<file path="src/rtl/rtr_pkg.sv">
package rtr_pkg;
  typedef enum logic {
    MODE_DUAL   = 1'b0,
    MODE_SINGLE = 1'b1
  } src_mode_e;
endpackage

</file>
<file path="src/rtl/rtr_phase.sv">
module rtr_phase #(
  parameter int PHASES = 4,
  localparam int PH_W  = $clog2(PHASES)
) (
  input  logic            clk_i,
  input  logic            rst_ni,
  output logic [PH_W-1:0] ph_o,
  output logic            first_o,
  output logic            last_o
);
  logic [PH_W-1:0] ph_q;

  always_ff @(posedge clk_i or negedge rst_ni) begin
    if (!rst_ni)     ph_q <= '0;
    else if (last_o) ph_q <= '0;
    else             ph_q <= ph_q + 1'b1;
  end

  assign ph_o    = ph_q;
  assign first_o = (ph_q == '0);
  assign last_o  = (ph_q == PH_W'(PHASES-1));
endmodule

</file>
<file path="src/rtl/rtr_route.sv">
module rtr_route
  import rtr_pkg::*;
#(
  parameter int PH_W = 2
) (
  input  src_mode_e       mode_i,
  input  logic [PH_W-1:0] ph_i,
  input  logic            src_fast_i,
  input  logic            src_a_i,
  input  logic            src_b_i,
  output logic [1:0]      take_o,
  output logic [1:0]      bit_o
);
  always_comb begin
    take_o = '0;
    bit_o  = '0;
    if (mode_i == MODE_SINGLE) begin
      // even slot feeds A, odd slot feeds B
      take_o[ph_i[0]] = 1'b1;
      bit_o[ph_i[0]]  = src_fast_i;
    end else if (ph_i[0]) begin
      // dual bits are sampled in the second cycle of their slot
      take_o = 2'b11;
      bit_o  = {src_b_i, src_a_i};
    end
  end
endmodule

</file>
<file path="src/rtl/rtr_pair.sv">
module rtr_pair #(
  parameter int WORD_BITS = 2,
  localparam int IDX_W    = $clog2(2*WORD_BITS) - 1
) (
  input  logic                 clk_i,
  input  logic                 rst_ni,
  input  logic                 take_i,
  input  logic                 bit_i,
  input  logic [IDX_W-1:0]     idx_i,
  output logic [WORD_BITS-1:0] word_o
);
  logic [WORD_BITS-1:0] bits_q;
  logic [IDX_W-1:0]     pos;

  // first bit of the word lands in the MSB
  assign pos = IDX_W'(WORD_BITS-1) - idx_i;

  always_comb begin
    word_o = bits_q;
    if (take_i) word_o[pos] = bit_i;
  end

  always_ff @(posedge clk_i or negedge rst_ni) begin
    if (!rst_ni) bits_q <= '0;
    else         bits_q <= word_o;
  end
endmodule

</file>
<file path="src/rtl/src_router_deser.sv">
module src_router_deser
  import rtr_pkg::*;
#(
  parameter int WORD_BITS = 2
) (
  input  logic                 clk_i,
  input  logic                 rst_ni,
  input  logic                 mode_i,
  input  logic                 src_fast_i,
  input  logic                 src_a_i,
  input  logic                 src_b_i,
  output logic [WORD_BITS-1:0] lane_a_o,
  output logic [WORD_BITS-1:0] lane_b_o,
  output logic                 word_vld_o
);
  localparam int PHASES = 2 * WORD_BITS;
  localparam int PH_W   = $clog2(PHASES);
  localparam int IDX_W  = PH_W - 1;

  logic [PH_W-1:0] ph;
  logic            ph_first, ph_last;
  src_mode_e       mode_q, mode_eff;
  logic [1:0]      take, bits;
  logic [WORD_BITS-1:0] word [2];
  logic [WORD_BITS-1:0] lane_q [2];
  logic            vld_q;

  rtr_phase #(.PHASES(PHASES)) u_phase (
    .clk_i   (clk_i),
    .rst_ni  (rst_ni),
    .ph_o    (ph),
    .first_o (ph_first),
    .last_o  (ph_last)
  );

  // mode is captured at the word boundary and held for the word
  assign mode_eff = ph_first ? src_mode_e'(mode_i) : mode_q;

  always_ff @(posedge clk_i or negedge rst_ni) begin
    if (!rst_ni) mode_q <= MODE_DUAL;
    else         mode_q <= mode_eff;
  end

  rtr_route #(.PH_W(PH_W)) u_route (
    .mode_i     (mode_eff),
    .ph_i       (ph),
    .src_fast_i (src_fast_i),
    .src_a_i    (src_a_i),
    .src_b_i    (src_b_i),
    .take_o     (take),
    .bit_o      (bits)
  );

  for (genvar c = 0; c < 2; c++) begin : g_ch
    rtr_pair #(.WORD_BITS(WORD_BITS)) u_pair (
      .clk_i  (clk_i),
      .rst_ni (rst_ni),
      .take_i (take[c]),
      .bit_i  (bits[c]),
      .idx_i  (ph[PH_W-1 -: IDX_W]),
      .word_o (word[c])
    );

    always_ff @(posedge clk_i or negedge rst_ni) begin
      if (!rst_ni)      lane_q[c] <= '0;
      else if (ph_last) lane_q[c] <= word[c];
    end
  end

  always_ff @(posedge clk_i or negedge rst_ni) begin
    if (!rst_ni) vld_q <= 1'b0;
    else         vld_q <= ph_last;
  end

  assign lane_a_o   = lane_q[0];
  assign lane_b_o   = lane_q[1];
  assign word_vld_o = vld_q;
endmodule

</file>
<file path="config.mk">
export PLATFORM = sky130hd
export DESIGN_NAME = src_router_deser
export DESIGN_NICKNAME = d
export VERILOG_FILES = /design/src/rtl/rtr_pkg.sv /design/src/rtl/rtr_phase.sv /design/src/rtl/rtr_route.sv /design/src/rtl/rtr_pair.sv /design/src/rtl/src_router_deser.sv
export SDC_FILE = /design/constraint.sdc
export NUM_CORES = 1
export LEC_CHECK = 0
export BUFFER_PORTS_ARGS = -buffer_cell sky130_fd_sc_hd__buf_2
export CORE_MARGIN = 2
export CORE_UTILIZATION = 35
export DETAILED_ROUTE_END_ITERATION = 12
export SETUP_SLACK_MARGIN = 0.2
export SLEW_MARGIN = 10
export SYNTH_ARGS = -nofsm -noshare
export SYNTH_HDL_FRONTEND = slang
export SYNTH_SLANG_ARGS = --single-unit
</file>
<file path="constraint.sdc">
create_clock -name clk_i -period 4.4 [get_ports clk_i]
set_input_delay 0.22 -clock clk_i [delete_from_list [all_inputs] [get_ports clk_i]]
set_output_delay 0.22 -clock clk_i [all_outputs]
set_load 0.02 [all_outputs]
</file>
==> impl_metrics.yaml <==
setup_path:
  regToRegSetupSlack_ns: 2.32
  crit_chain: "inv_1 -> ha_1 -> mux2i_4 -> mux2i_1 -> mux2_4 -> mux2_2"
  required_ns: 4.56
  critical_path_class: "flip-flop to flip-flop"
  worst-path-buf-inv: 1
  critPathLaunchType: "flip-flop"
  cp_top_family: "multiplexers"
  arrival_ns: 2.24
  r2r_cells: 6
  path_depth: 6
  slowest_stage: "dfrtp_1"
  critical_path.max_fanout: 8
  r2r-end: "lane_a_o[0]$_DFFE_PN0P_"
  critical_path.max_stage_delay_ns: 0.46
  r2r_start: "u_phase.ph_o[1]$_DFF_PN0_"
  end_kind: "flip-flop"
worst_hold_path:
  hp-start: "mode_i"
  hold_end: "mode_q$_DFF_PN0_"
  hold_path.class: "input pin to flip-flop"
  whs_path_depth: 3
power:
  ir_worst_vdd_mv: 0.138
  p_sw_uw: 52.2
  clock_power_share: 0.320
  seqPwrFrac: 0.564
  netSwitchingFraction: 0.245
  cellPowerDensity_nw_per_um2: 342
  leakage_nw: 0.308
  finalPower_uw: 213
  internal_power_uw: 161
  pwr-share-comb: 0.116
drt:
  vias: 340
  drtPass1Iterations: 4
  drt_iter0_drc: 4
  totalWireLength_microns: 869
  avgViaCountPerCell: 5.00
  route.antenna.remaining_nets: 0
  wl_per_cell_microns: 12.8
  drc: 0
logic_synthesis:
  ys_seq_elements: 12
  yosysWarnings: 0
  syn_inst: 39
  syn-num-nets: 47
  syn-mean-instance-area_sq_um: 13.4
  ys_types: 17
  syn_area_sq_um: 522
  synth_seq_area_share: 0.576
clock_tree:
  cts_buffers: 3
  cts_tree: "built"
  clk_latency_ns: 0.27
  cts_buffer_depth: 2
  post_cts_buffers: 0
  clkTransAtPathRegs_ns: 0.08
  cts_sinks: 12
  postCtsResizedCells: 0
  htreeDepth: 1
  postCtsHoldBufs: 1
  clock-root-buffer: "clkbuf_4"
grt:
  grt_pass1_vias: 344
  grtUsageTotal: 0.121
  grt_max_degree: 13
  grt_pass1_wl_mm: 1.56
  grt-ovfl-total: 0
  antenna_found_initial: 0
floorplanning:
  row_count: 13
  fp.dieH_microns: 42.6
  pin_count: 11
  core-area_sq_um: 1350
  start_util: 0.386
  die_x_microns: 42.6
  die_area_sq_um: 1820
timing:
  max_freq_ghz: 0.481
  fin_crit_ns: 2.08
  finalSetupViolCount: 0
  fin_worst_skew_ns: 0.00586
  tightest_slew_ns: 0.290
  period_share: 0.472
  fin_tns_setup_ns: 0
  max-slew-margin-rel: 0.807
  finalHoldViolations: 0
  maxSlewViolCount: 0
  rsz0062_at_grt: "no"
  layout_setup_ws_ns: 2.32
placement:
  portBuffers: 10
  pre_cts_ws_ns: 2.33
  dp_hpwl_microns: 627
  globalplace.congestion: 0.638
  place_area_sq_um: 591
job:
  cap_violations: 0
final_layout:
  fin_nets: 63
  drive_gt1_frac: 0.377
  fillers: 128
  area_growth_pct: 19.4
  insertedDiodeCount: 0
  fin_util: 0.462
  stdcell_area_sq_um: 623
status:
  status: "complete, no violations"
## Yosys cell counts
master / n / area [sq um]
dfrtp_1: 12 / 300
mux2_2: 3 / 33.8
mux2i_1: 3 / 30.0
nand2_1: 3 / 11.3
nor2_1: 3 / 11.3
ha_1: 2 / 25.0
inv_1: 2 / 7.51
mux2_4: 2 / 30.0
a22o_1: 1 / 8.76
a31oi_1: 1 / 6.26
inv_2: 1 / 3.75
mux2i_4: 1 / 22.5
nand2b_1: 1 / 6.26
nor2b_1: 1 / 6.26
o21ai_0: 1 / 5.00
o31ai_1: 1 / 7.51
or3_1: 1 / 6.26
## state kept, by name (all words and copies together), names as in the netlist
| signal | count |
|---|---|
| word_vld_o | 1 |
| lane_b_o | 2 |
| mode_q | 1 |
| u_phase.ph_o | 2 |
| lane_a_o | 2 |
| g_ch.u_pair.bits_q | 4 |
## power groups by stage
stage / clock, mW / sequential [mW] / combinational [mW]
6_report: 0.0682 / 0.120 / 0.0248
5_1_grt: 0.0739 / 0.121 / 0.0275
3_5_place_dp: 0 / 0.122 / 0.0246
2_1_floorplan: 0 / 0.126 / 0.0105
3_3_place_gp: 0 / 0.122 / 0.0244
4_1_cts: 0.0700 / 0.120 / 0.0253
## worst min-delay path: stages
cell and delay, ns:
buf_2 0.10, mux2i_4 0.10, inv_1 0.06
## layout by cell type (no fill, tap or decap)
cell / n
dlygate4sd3_1: 1
clkbuf_4: 3
mux2_4: 2
ha_1: 2
a31oi_1: 1
inv_2: 1
mux2_2: 3
nor2_1: 3
mux2i_4: 1
or3_1: 1
a22o_1: 1
nor2b_1: 1
buf_2: 10
nand2_1: 3
inv_1: 2
dfrtp_1: 12
o21ai_0: 1
mux2i_1: 3
nand2b_1: 1
o31ai_1: 1
## logic make-up after synthesis
kind of cell	synth area share
mux	0.223
compound gates	0.0528
flops	0.576
fa+ha+maj	0.0480
simple gates	0.0792
buf+inv	0.0216
## stage by stage
stage,std cells,hold WS (ns)
2_1_floorplan,39,-0.0756
3_3_place_gp,64,0.115
3_5_place_dp,64,0.116
4_1_cts,68,0.228
5_1_grt,68,0.243
6_report,68,0.232
## how the worst max path moves through the flow
stage / from / end / slack (ns)
floorplan: u_phase.ph_o[1]$_DFF_PN0_ / lane_a_o[0]$_DFFE_PN0P_ / 2.46
global placement: u_phase.ph_o[0]$_DFF_PN0_ / lane_a_o[1]$_DFFE_PN0P_ / 2.33
detailed placement: u_phase.ph_o[1]$_DFF_PN0_ / lane_a_o[0]$_DFFE_PN0P_ / 2.33
CTS: u_phase.ph_o[1]$_DFF_PN0_ / lane_a_o[0]$_DFFE_PN0P_ / 2.31
global route: u_phase.ph_o[1]$_DFF_PN0_ / lane_a_o[0]$_DFFE_PN0P_ / 2.18
finish: u_phase.ph_o[1]$_DFF_PN0_ / lane_a_o[0]$_DFFE_PN0P_ / 2.32
## area by class of cell
type	instances	area, sq um	share of cell area
inverter	3	11.3	0.0181
timing repair buffer	11	60.1	0.0964
clock buffer	3	22.5	0.0361
tap	15	18.8	0.0301
multi-input combinational	24	210	0.337
sequential	12	300	0.482
## metal layers
metal / vias to the layer above / GRT usage / part of all wire
met3: 4 / 0.0345 / 0.064
met1: 165 / 0.151 / 0.48
met5: - / 0 / 0
met2: 9 / 0.163 / 0.41
li1: 162 / - / -
met4: 0 / 0.113 / 0.039
(Power assumes the default switching activity.)
